===== src/rtl/pcs_pkg.sv =====
package pcs_pkg;
   typedef enum logic [1:0] {
      CL_PLAIN = 2'd0,
      CL_STDBR = 2'd1,
      CL_DLYBR = 2'd2,
      CL_HALT  = 2'd3
   } instr_cls_e;
endpackage


===== src/rtl/pcs_flag_reg.sv =====
module pcs_flag_reg #(
   parameter int FLAG_W = 4,
   localparam int IDX_W = $clog2(FLAG_W),
   localparam int CSEL_W = IDX_W + 1
) (
   input  logic              clk,
   input  logic              rst,
   input  logic              wr_en,
   input  logic [FLAG_W-1:0] wr_data,
   input  logic [CSEL_W-1:0] cond_sel,
   output logic              cond_true
);
   logic [FLAG_W-1:0] flags_q;

   always_ff @(posedge clk) begin
      if (rst)        flags_q <= '0;
      else if (wr_en) flags_q <= wr_data;
   end

   // top bit selects the unconditional form
   assign cond_true = cond_sel[CSEL_W-1] | flags_q[cond_sel[IDX_W-1:0]];
endmodule


===== src/rtl/pcs_slot_ctrl.sv =====
module pcs_slot_ctrl
   import pcs_pkg::*;
#(
   parameter int PC_W = 16,
   parameter int SLOTS = 3,
   parameter bit SLOT_CHECK = 1'b1,
   localparam int SCNT_W = $clog2(SLOTS + 1)
) (
   input  logic            clk,
   input  logic            rst,
   input  logic            done,
   input  instr_cls_e      cls,
   input  logic            cond_true,
   input  logic [PC_W-1:0] target,
   output logic            busy,
   output logic            redirect,
   output logic [PC_W-1:0] tgt,
   output logic            err
);
   logic [SCNT_W-1:0] cnt_q;
   logic              taken_q;
   logic [PC_W-1:0]   tgt_q;
   logic              accept;
   logic              slot_done;

   assign busy      = (cnt_q != '0);
   assign accept    = done && !busy && (cls == CL_DLYBR);
   assign slot_done = done && busy;
   assign redirect  = slot_done && (cnt_q == SCNT_W'(1)) && taken_q;
   assign tgt       = tgt_q;

   always_ff @(posedge clk) begin
      if (rst) begin
         cnt_q   <= '0;
         taken_q <= 1'b0;
         tgt_q   <= '0;
      end else if (accept) begin
         cnt_q   <= SCNT_W'(SLOTS);
         taken_q <= cond_true;
         tgt_q   <= target;
      end else if (slot_done) begin
         cnt_q   <= cnt_q - SCNT_W'(1);
      end
   end

   generate
      if (SLOT_CHECK) begin : g_chk
         logic err_q;
         always_ff @(posedge clk) begin
            if (rst)                                err_q <= 1'b0;
            else if (slot_done && cls != CL_PLAIN)  err_q <= 1'b1;
         end
         assign err = err_q;
      end else begin : g_nochk
         assign err = 1'b0;
      end
   endgenerate
endmodule


===== src/rtl/pcs_flush_ctrl.sv =====
module pcs_flush_ctrl #(
   parameter int PC_W = 16,
   parameter int FLUSH_CYC = 4,
   localparam int FCNT_W = $clog2(FLUSH_CYC)
) (
   input  logic            clk,
   input  logic            rst,
   input  logic            start,
   input  logic [PC_W-1:0] target,
   output logic            busy,
   output logic            redirect,
   output logic [PC_W-1:0] tgt
);
   logic              busy_q;
   logic [FCNT_W-1:0] cnt_q;
   logic [PC_W-1:0]   tgt_q;

   assign busy     = busy_q;
   assign redirect = busy_q && (cnt_q == FCNT_W'(1));
   assign tgt      = tgt_q;

   always_ff @(posedge clk) begin
      if (rst) begin
         busy_q <= 1'b0;
         cnt_q  <= '0;
         tgt_q  <= '0;
      end else if (start) begin
         busy_q <= 1'b1;
         cnt_q  <= FCNT_W'(FLUSH_CYC - 1);
         tgt_q  <= target;
      end else if (busy_q) begin
         if (cnt_q == FCNT_W'(1)) busy_q <= 1'b0;
         cnt_q <= cnt_q - FCNT_W'(1);
      end
   end
endmodule


===== src/rtl/pcs_irq_gate.sv =====
module pcs_irq_gate (
   input  logic clk,
   input  logic rst,
   input  logic open,
   input  logic irq_req,
   output logic irq_take
);
   logic pend_q;

   assign irq_take = open && (pend_q || irq_req);

   always_ff @(posedge clk) begin
      if (rst) pend_q <= 1'b0;
      else     pend_q <= (pend_q || irq_req) && !irq_take;
   end
endmodule


===== src/rtl/pcs_seq.sv =====
module pcs_seq
   import pcs_pkg::*;
#(
   parameter int PC_W = 16,
   parameter int FLAG_W = 4,
   parameter int SLOTS = 3,
   parameter int FLUSH_CYC = 4,
   parameter bit SLOT_CHECK = 1'b1,
   localparam int CSEL_W = $clog2(FLAG_W) + 1
) (
   input  logic              clk,
   input  logic              rst,
   input  logic              instr_valid,
   input  logic              stall,
   input  logic [1:0]        instr_class,
   input  logic [CSEL_W-1:0] instr_cond,
   input  logic [PC_W-1:0]   br_target,
   input  logic [FLAG_W-1:0] flag_in,
   input  logic              flag_we,
   input  logic              irq_req,
   output logic [PC_W-1:0]   pc_o,
   output logic              flush_o,
   output logic              int_en_o,
   output logic              irq_take_o,
   output logic              slot_err_o
);
   generate
      if (PC_W < 2) begin : g_bad_pc
         $error("pcs_seq: PC_W must be at least 2");
      end
      if (FLAG_W < 2 || (FLAG_W & (FLAG_W - 1)) != 0) begin : g_bad_flag
         $error("pcs_seq: FLAG_W must be a power of two, at least 2");
      end
      if (SLOTS < 1) begin : g_bad_slots
         $error("pcs_seq: SLOTS must be at least 1");
      end
      if (FLUSH_CYC < 2) begin : g_bad_flush
         $error("pcs_seq: FLUSH_CYC must be at least 2");
      end
   endgenerate

   instr_cls_e      cls;
   logic            done;
   logic            cond_true;
   logic            slot_busy, slot_redir, fl_busy, fl_redir, std_start;
   logic [PC_W-1:0] slot_tgt, fl_tgt, pc_q;

   assign cls       = instr_cls_e'(instr_class);
   assign done      = instr_valid && !stall && !fl_busy;
   assign std_start = done && !slot_busy && (cls == CL_STDBR);

   pcs_flag_reg #(.FLAG_W(FLAG_W)) u_flags (
      .clk       (clk),
      .rst       (rst),
      .wr_en     (done && flag_we),
      .wr_data   (flag_in),
      .cond_sel  (instr_cond),
      .cond_true (cond_true)
   );

   pcs_slot_ctrl #(.PC_W(PC_W), .SLOTS(SLOTS), .SLOT_CHECK(SLOT_CHECK)) u_slots (
      .clk       (clk),
      .rst       (rst),
      .done      (done),
      .cls       (cls),
      .cond_true (cond_true),
      .target    (br_target),
      .busy      (slot_busy),
      .redirect  (slot_redir),
      .tgt       (slot_tgt),
      .err       (slot_err_o)
   );

   pcs_flush_ctrl #(.PC_W(PC_W), .FLUSH_CYC(FLUSH_CYC)) u_flush (
      .clk      (clk),
      .rst      (rst),
      .start    (std_start),
      .target   (br_target),
      .busy     (fl_busy),
      .redirect (fl_redir),
      .tgt      (fl_tgt)
   );

   pcs_irq_gate u_irq (
      .clk      (clk),
      .rst      (rst),
      .open     (!slot_busy),
      .irq_req  (irq_req),
      .irq_take (irq_take_o)
   );

   always_ff @(posedge clk) begin
      if (rst)             pc_q <= '0;
      else if (fl_redir)   pc_q <= fl_tgt;
      else if (done) begin
         if (slot_redir)     pc_q <= slot_tgt;
         else if (!std_start) pc_q <= pc_q + PC_W'(1);
      end
   end

   assign pc_o     = pc_q;
   assign flush_o  = fl_busy;
   assign int_en_o = !slot_busy;
endmodule


===== config.mk =====
export PLATFORM = sky130hd
export DESIGN_NAME = pcs_seq
export DESIGN_NICKNAME = d
export VERILOG_FILES = /design/src/rtl/pcs_pkg.sv /design/src/rtl/pcs_flag_reg.sv /design/src/rtl/pcs_slot_ctrl.sv /design/src/rtl/pcs_flush_ctrl.sv /design/src/rtl/pcs_irq_gate.sv /design/src/rtl/pcs_seq.sv
export SDC_FILE = /design/constraint.sdc
export NUM_CORES = 1
export LEC_CHECK = 0
export BUFFER_PORTS_ARGS = -buffer_cell sky130_fd_sc_hd__buf_2
export CAP_MARGIN = 5
export CORE_AREA = 2 2 80 82
export CTS_CLUSTER_SIZE = 14
export DETAILED_ROUTE_END_ITERATION = 16
export DIE_AREA = 0 0 82 84
export GPL_TIMING_DRIVEN = 0
export PLACE_DENSITY = 0.82
export REMOVE_ABC_BUFFERS = 1
export SYNTH_ARGS = -nofsm -noshare
export SYNTH_HDL_FRONTEND = slang
export SYNTH_SLANG_ARGS = --single-unit
export TNS_END_PERCENT = 10

===== constraint.sdc =====
create_clock -name clk -period 2.04 [get_ports clk]
set_input_delay 0.102 -clock clk [delete_from_list [all_inputs] [get_ports clk]]
set_output_delay 0.102 -clock clk [all_outputs]
set_load 0.02 [all_outputs]

==> summary.md, run 1 <==
| Metric | Value |
|---|---|
| Chip width | `82 um` |
| Nature of the critical path endpoint | `flop` |
| CTS root buffer | `clkbuf_8` |
| Kind of critical path | `flop to flop` |
| Fmax | `505 MHz` |
| Final Setup Violations | `0` |
| Min-delay worst type | `input port to flop` |
| Worst-path clk slew | `0.06 ns` |
| CTS tree | `done` |
| Cell Area, Placed | `3160 um2` |
| DRT Pass-1 Iters | `4` |
| GRT Overall Usage | `0.239` |
| Syn_area_per_cell | `8.68 um2` |
| Layout Skew | `0.00657 ns` |
| Top Usage Layer GRT | `met2` |
| Worst setup SP type | `flop` |
| CTS Buf Count | `9` |
| First-pass GRT wire length | `12.6 mm` |
| Initial antenna violation count | `0` |
| Top post-synthesis cells by area | `dfxtp_1 (41%), mux2i_1 (7.5%), nand2_1 (6.8%)` |
| Number of hold violations in the final report | `0` |
| WL final | `7.70 mm` |
| Fin Setup TNS | `0 ns` |
| Clk sinks | `60` |
| Design area | `3510 um2` |
| Max cap viols | `0` |
| Ys flop type | `dfxtp_1` |
| Post-synth top area cell | `dfxtp_1` |
| Yosys reg bits | `60` |
| Warnings from Yosys | `0` |
| Cell Count, Final, Fillers Out | `471` |
| WL per Instance | `16.3 um` |
| Area growth syn-to-layout | `19.3%` |
| Worst Path Max Fanout | `10` |
| Most common cell in the netlist | `dfxtp_1` |
| Vias in the first global route | `2747` |
| GRT Residual Overflow | `0` |
| H-tree depth | `3` |
| Leak Pwr | `1.26 nW` |
| DIE HEIGHT | `84 um` |
| Count of pins over their slew limit | `0` |
| GPL Wtd Cong | `0.881` |
| Unrepaired setup endpoints after global routing | `yes` |
| Drt via density | `5.95` |
| Peak VDD IR | `0.449 mV` |
| Initial drt markers | `238` |
| Largest net degree at the start of global routing | `54` |
| PwrDens | `735 nW/um2` |
| FP Rows | `29` |
| IO buf count | `50` |
| Worst Tran Pin Value | `0.980 ns` |
| N_diodes | `0` |
| Status | `finished, final reports clean` |
| Dpl hpwl | `4.96 mm` |
| Post-synth EDFFs | `0` |
| Final worst-path cycle share | `0.971` |
| Post-synth cell types | `62` |
| Layout cells sized above 1 | `0.236` |
| GRT met1 Usage | `0.289` |
| Period minus WS final | `1.98 ns` |
| Routed Antenna Nets | `0` |
| Most common library cells after synthesis | `dfxtp_1 (60), nand2_1 (53), nor2_1 (28)` |
| Starting Density | `0.483` |
| Via count | `2804` |
| Final nets | `424` |
| Global Route met2 Usage | `0.383` |
| Placed insts | `443` |
| Post-synthesis instance total | `339` |
| Longest Clk Path Bufs | `2` |
| Number of I/O pins | `51` |
| Clock Latency Late Sink | `0.35 ns` |
| Sequential fraction of the synthesis area | `0.408` |
| DRC violations left | `0` |
| Synthesized area | `2940 um2` |
| FFs w/ async S/R, synth | `0` |
| M3 GR Usage | `0.0509` |
| Synth top area share | `0.408` |
| Die ar. | `6890 um2` |
| Core ar. | `6100 um2` |
| Max-slew headroom | `0.347` |
| Worst Path Required | `2.28 ns` |
| Critical path arrival | `2.22 ns` |
## through the flow
stage | utilization | power (mW) | hold slack [ns] | setup slack, ns
CTS | 0.574 | 2.59 | 0.00113 | 0.0214
global route | 0.576 | 2.67 | 0.0117 | -0.0493
finish | 0.576 | 2.58 | 0.00149 | 0.0591
detailed placement | 0.518 | 1.53 | 0.352 | -0.762
floorplan | - | 1.42 | 0.167 | -0.317
global placement | 0.518 | 1.51 | 0.336 | -0.717
## cell families (layout without fill, tap and decap cells)
kind of cell,count (synthesis),in the layout,share of synthesized area
simple gates,131,132,0.219
compound gates,79,79,0.192
flops,60,60,0.408
buf+inv,34,88,0.0578
mux,23,23,0.0825
xor+xnor,8,8,0.0238
fa+ha+maj,4,4,0.0170
## area by class of cell
class / count / area, um2
fill: 541 / 2580
clock buffer: 16 / 200
sequential: 60 / 1200
multi-input combinational: 246 / 1620
tap: 77 / 96.3
timing repair buffer: 61 / 353
inverter: 11 / 41.3
## sequential cells by signal (all words and copies together) (netlist names)
register and cells:
u_flush.tgt 16, u_slots.taken_q 1, pc_o 16, u_flags.flags_q 4
u_slots.cnt_q 2, u_flush.cnt_q 2, u_slots.tgt 16, u_flush.busy 1
u_irq.pend_q 1, u_slots.err 1
## power by group
part,switching [mW],total (mW),internal [mW]
logic,0.172,0.288,0.115
clock network,0.444,1.05,0.609
registers,0.0328,1.24,1.21
## metal layers
metal	part of all wire	wire length [um]
met5	0	0
met1	0.42	3220
met4	0.034	260
met3	0.067	518
met2	0.48	3700
## cells in the final DEF, fill, tap and decap left out, drive strengths merged, types with 3 or more instances in the layout
master,n
nand4,7
a21oi,27
a221oi,6
clkbuf,16
nor2,32
o21ai,6
o22ai,3
dfxtp,60
a31o,3
nand2,53
a211oi,4
o221ai,3
inv,10
mux2i,22
nor4,4
a2bb2oi,4
buf,58
nand3,7
ha,4
nor3,13
xnor2,7
o211ai,5
dlygate4sd3,3
## what timing repair did
| item | in CTS | in global routing |
|---|---|---|
| pin swaps | 2 | 1 |
| hold buffers | 3 | 0 |
| endpoints found under the setup margin | 58 | 21 |
| resized for setup | 8 | 2 |
| endpoints found under the hold margin | 3 | 0 |
| buffers inserted | 8 | 0 |
| gates cloned | 1 | 0 |
## final timing paths
| kind | from | endpoint | slack (ns) | depth (start not counted) |
|---|---|---|---|---|
| hold / removal | br_target[1] | u_flush.tgt[1]$_SDFFE_PP0P_ | 0.001 | 3 |
| setup reg to reg | u_flush.busy$_SDFF_PP0_ | pc_o[14]$_SDFFE_PP0P_ | 0.06 | 4 |
| hold reg to reg | u_flush.tgt[0]$_SDFFE_PP0P_ | u_flush.tgt[0]$_SDFFE_PP0P_ | 0.45 | 2 |
| setup / recovery | u_flush.busy$_SDFF_PP0_ | pc_o[14]$_SDFFE_PP0P_ | 0.06 | 4 |
## worst max-delay path, cell delays in order, from the launching register on
cell and delay [ns]:
dfxtp_1 0.41, nor3b_4 0.56, nand2_1 0.37, a2bb2oi_1 0.23, a221oi_1 0.30
Power figures use the tool's default switching activity.
==> run 2, diff against run 1 <==
CELL_PAD_IN_SITES_DETAIL_PLACEMENT = 1   (was not set)
CELL_PAD_IN_SITES_GLOBAL_PLACEMENT = 2   (was not set)
CORE_AREA = 2 2 98 100   (was 2 2 80 82)
DIE_AREA = 0 0 100 102   (was 0 0 82 84)
PLACE_DENSITY = 0.88   (was 0.82)
==> run 2 against run 1 <==
Net effect:
- die area grew 48%
- power grew 9.0%
- critical path depth is the same
- worst setup slack gained 0.039 ns
- largest power group is now the clock network
- highest routed layer unchanged
==> summary.md, run 2 (synthesized netlist as in run 1, its figures left out) <==
| Metric | Value |
|---|---|
| Status | `finished, final reports clean` |
| Fmax | `515 MHz (+2.0%)` |
| Filler Cells Inserted | `1081 (+100%)` |
| N_diodes | `0 (unchanged)` |
| Critical path arrival | `2.17 ns (-0.05 ns)` |
| Worst setup SP type | `flop` |
| Max-slew headroom | `0.323 (-0.0236)` |
| DRT Pass-1 Iters | `4 (unchanged)` |
| Worst Tran Pin Value | `1.02 ns (+0.0354 ns)` |
| Nature of the critical path endpoint | `flop` |
| Slowest cell on crit path | `dfxtp_1` |
| Worst-path clk slew | `0.07 ns (about the same)` |
| Sw Share | `0.245 (-0.00641)` |
| Sequential share of power | `0.441 (-0.040)` |
| First-pass GRT wire length | `14.2 mm (+13%)` |
| Layout Skew | `0.0104 ns (+0.00385 ns)` |
| Chip width | `100 um (+22%)` |
| IO buf count | `50 (unchanged)` |
| GPL Wtd Cong | `0.816 (-7.4%)` |
| Final worst-path cycle share | `0.952 (-0.0193)` |
| Switch Pwr | `0.689 mW (+6.2%)` |
| Worst r2r src | `pc_o[2]$_SDFFE_PP0P_` |
| Initial drt markers | `99 (-58%)` |
| CP peak stage delay | `0.50 ns (-0.06 ns)` |
| Peak VDD IR | `0.417 mV (-7.2%)` |
| Final Setup Violations | `0 (unchanged)` |
| Area taken by multi-input logic gates | `1630 um2 (+0.70%)` |
| Longest Clk Path Bufs | `2 (unchanged)` |
| CTS root buffer | `clkbuf_8` |
| Number of hold violations in the final report | `0 (unchanged)` |
| PwrDens | `760 nW/um2 (+3.4%)` |
| CP startpoint | `pc_o[2]$_SDFFE_PP0P_` |
| Core ar. | `9110 um2 (+49%)` |
| Number of I/O pins | `51 (unchanged)` |
| Clk sinks | `60 (unchanged)` |
| Final nets | `436 (+2.8%)` |
| FP Rows | `35 (+21%)` |
| Die ar. | `10200 um2 (+48%)` |
| WL per Instance | `17.1 um (+4.6%)` |
| FF/Latch Area | `1200 um2 (unchanged)` |
| Dpl hpwl | `5.66 mm (+14%)` |
| Worst Path Max Fanout | `9 (-1)` |
| H-tree depth | `3 (unchanged)` |
| WL final | `8.84 mm (+15%)` |
| DIE HEIGHT | `102 um (+21%)` |
| Commonest cells after routing, fill and taps aside | `dfxtp_1 (60), nand2_1 (50), buf_2 (50), nor2_1 (28), a21oi_1 (26)` |
| CTS Buf Count | `9 (unchanged)` |
| Worst Path Required | `2.27 ns (about the same)` |
| Routed Antenna Nets | `0 (unchanged)` |
| Clock Latency Late Sink | `0.34 ns (about the same)` |
| Commonest non-fill, non-tap cell in the layout | `dfxtp_1` |
| Max cap viols | `0 (unchanged)` |
| CTS tree | `done` |
| Via count | `2783 (-0.75%)` |
| Count of pins over their slew limit | `0 (unchanged)` |
| DRC violations left | `0 (unchanged)` |
| GRT Residual Overflow | `0 (unchanged)` |
| Initial antenna violation count | `0 (unchanged)` |
| Clock Power Share | `0.447 (+0.039)` |
| Hold_sp | `br_target[12]` |
| Starting Density | `0.323 (-0.160)` |
| Fin Setup TNS | `0 ns (unchanged)` |
| Worst setup margin | `0.0984 ns (+0.0393 ns)` |
| Drt via density | `5.38 (-9.6%)` |
| Vias in the first global route | `2808 (+2.2%)` |
| GRT Overall Usage | `0.179 (-0.0598)` |
| Area growth syn-to-layout | `25.7%` |
| Min-delay worst type | `input port to flop` |
| Period minus WS final | `1.94 ns (-0.0393 ns)` |
| Largest net degree at the start of global routing | `54 (unchanged)` |
| Kind of critical path | `flop to flop` |
| Leak Pwr | `1.35 nW (+7.0%)` |
| Pint | `2.12 mW (+9.9%)` |
| Fin util | `0.406 (-0.170)` |
| Post-place setup slack | `-0.905 ns (-0.142 ns)` |
| Critical path cell sequence | `nand4_1 -> nor4_1 -> mux2i_1 -> o32ai_1` |
| Combinational power share | `0.111 (about the same)` |
| Layout cells sized above 1 | `0.261 (+0.0250)` |
## run 2: path summary, 6_finish.rpt
kind / endpoint / slack, ns / cells past startpoint
worst max-delay path: pc_o[15]$_SDFFE_PP0P_ / 0.1 / 4
worst min-delay path: u_flush.tgt[12]$_SDFFE_PP0P_ / 0.01 / 3
worst max register to register: pc_o[15]$_SDFFE_PP0P_ / 0.1 / 4
worst min register to register: pc_o[1]$_SDFFE_PP0P_ / 0.45 / 2
## run 2: worst max-delay path: cells and delay by family, from the launching register on
kind / cells / cell delay [ns]
DFF: 1 / 0.50
and+or+nand+nor: 2 / 0.78
muxes: 1 / 0.18
AOI/OAI and AO/OA: 1 / 0.38
## run 2: per-layer routing
metal / GRT usage / vias to the layer above / wire length [um]
li1: - / 1347 / -
met1: 0.222 / 1351 / 3970
met2: 0.306 / 66 / 4310
met3: 0.0424 / 19 / 337
met4: 0.0653 / 0 / 228
met5: 0 / - / 0
## run 2: layout make-up
cell class              instances  area share
multi-input cells             246       0.441
repair buffers                 73       0.122
flip-flops and latches         60       0.325
well taps                     111      0.0375
inverters                      11      0.0112
clock buffers                  12      0.0446
clock inverters                 4      0.0189
## run 2: per-stage QoR
step	area [um2]	hold WS [ns]	total power, mW	cells
floorplan	2810	0.167	1.42	316
global placement	3200	0.338	1.53	477
detailed placement	3200	0.356	1.54	477
CTS	3610	0.000137	2.82	507
global route	3700	0.00294	2.93	517
finish	3700	0.00954	2.81	517
## run 2: repair_timing
item                       4_1_cts  5_1_grt
hold endpoints to repair         7        0
pin swaps                        3        3
hold buffers                     7        0
buffers inserted                 6       10
resized for setup               10        4
gates cloned                     1        0
setup endpoints to repair       58       22
## run 2: power by group through the flow
stage	Combinational (mW)	Clock (mW)	Sequential [mW]
after floorplan	0.147	0	1.27
after global placement	0.261	0	1.26
after detailed placement	0.270	0	1.27
after CTS	0.297	1.29	1.24
after global routing	0.344	1.35	1.25
final	0.314	1.26	1.24
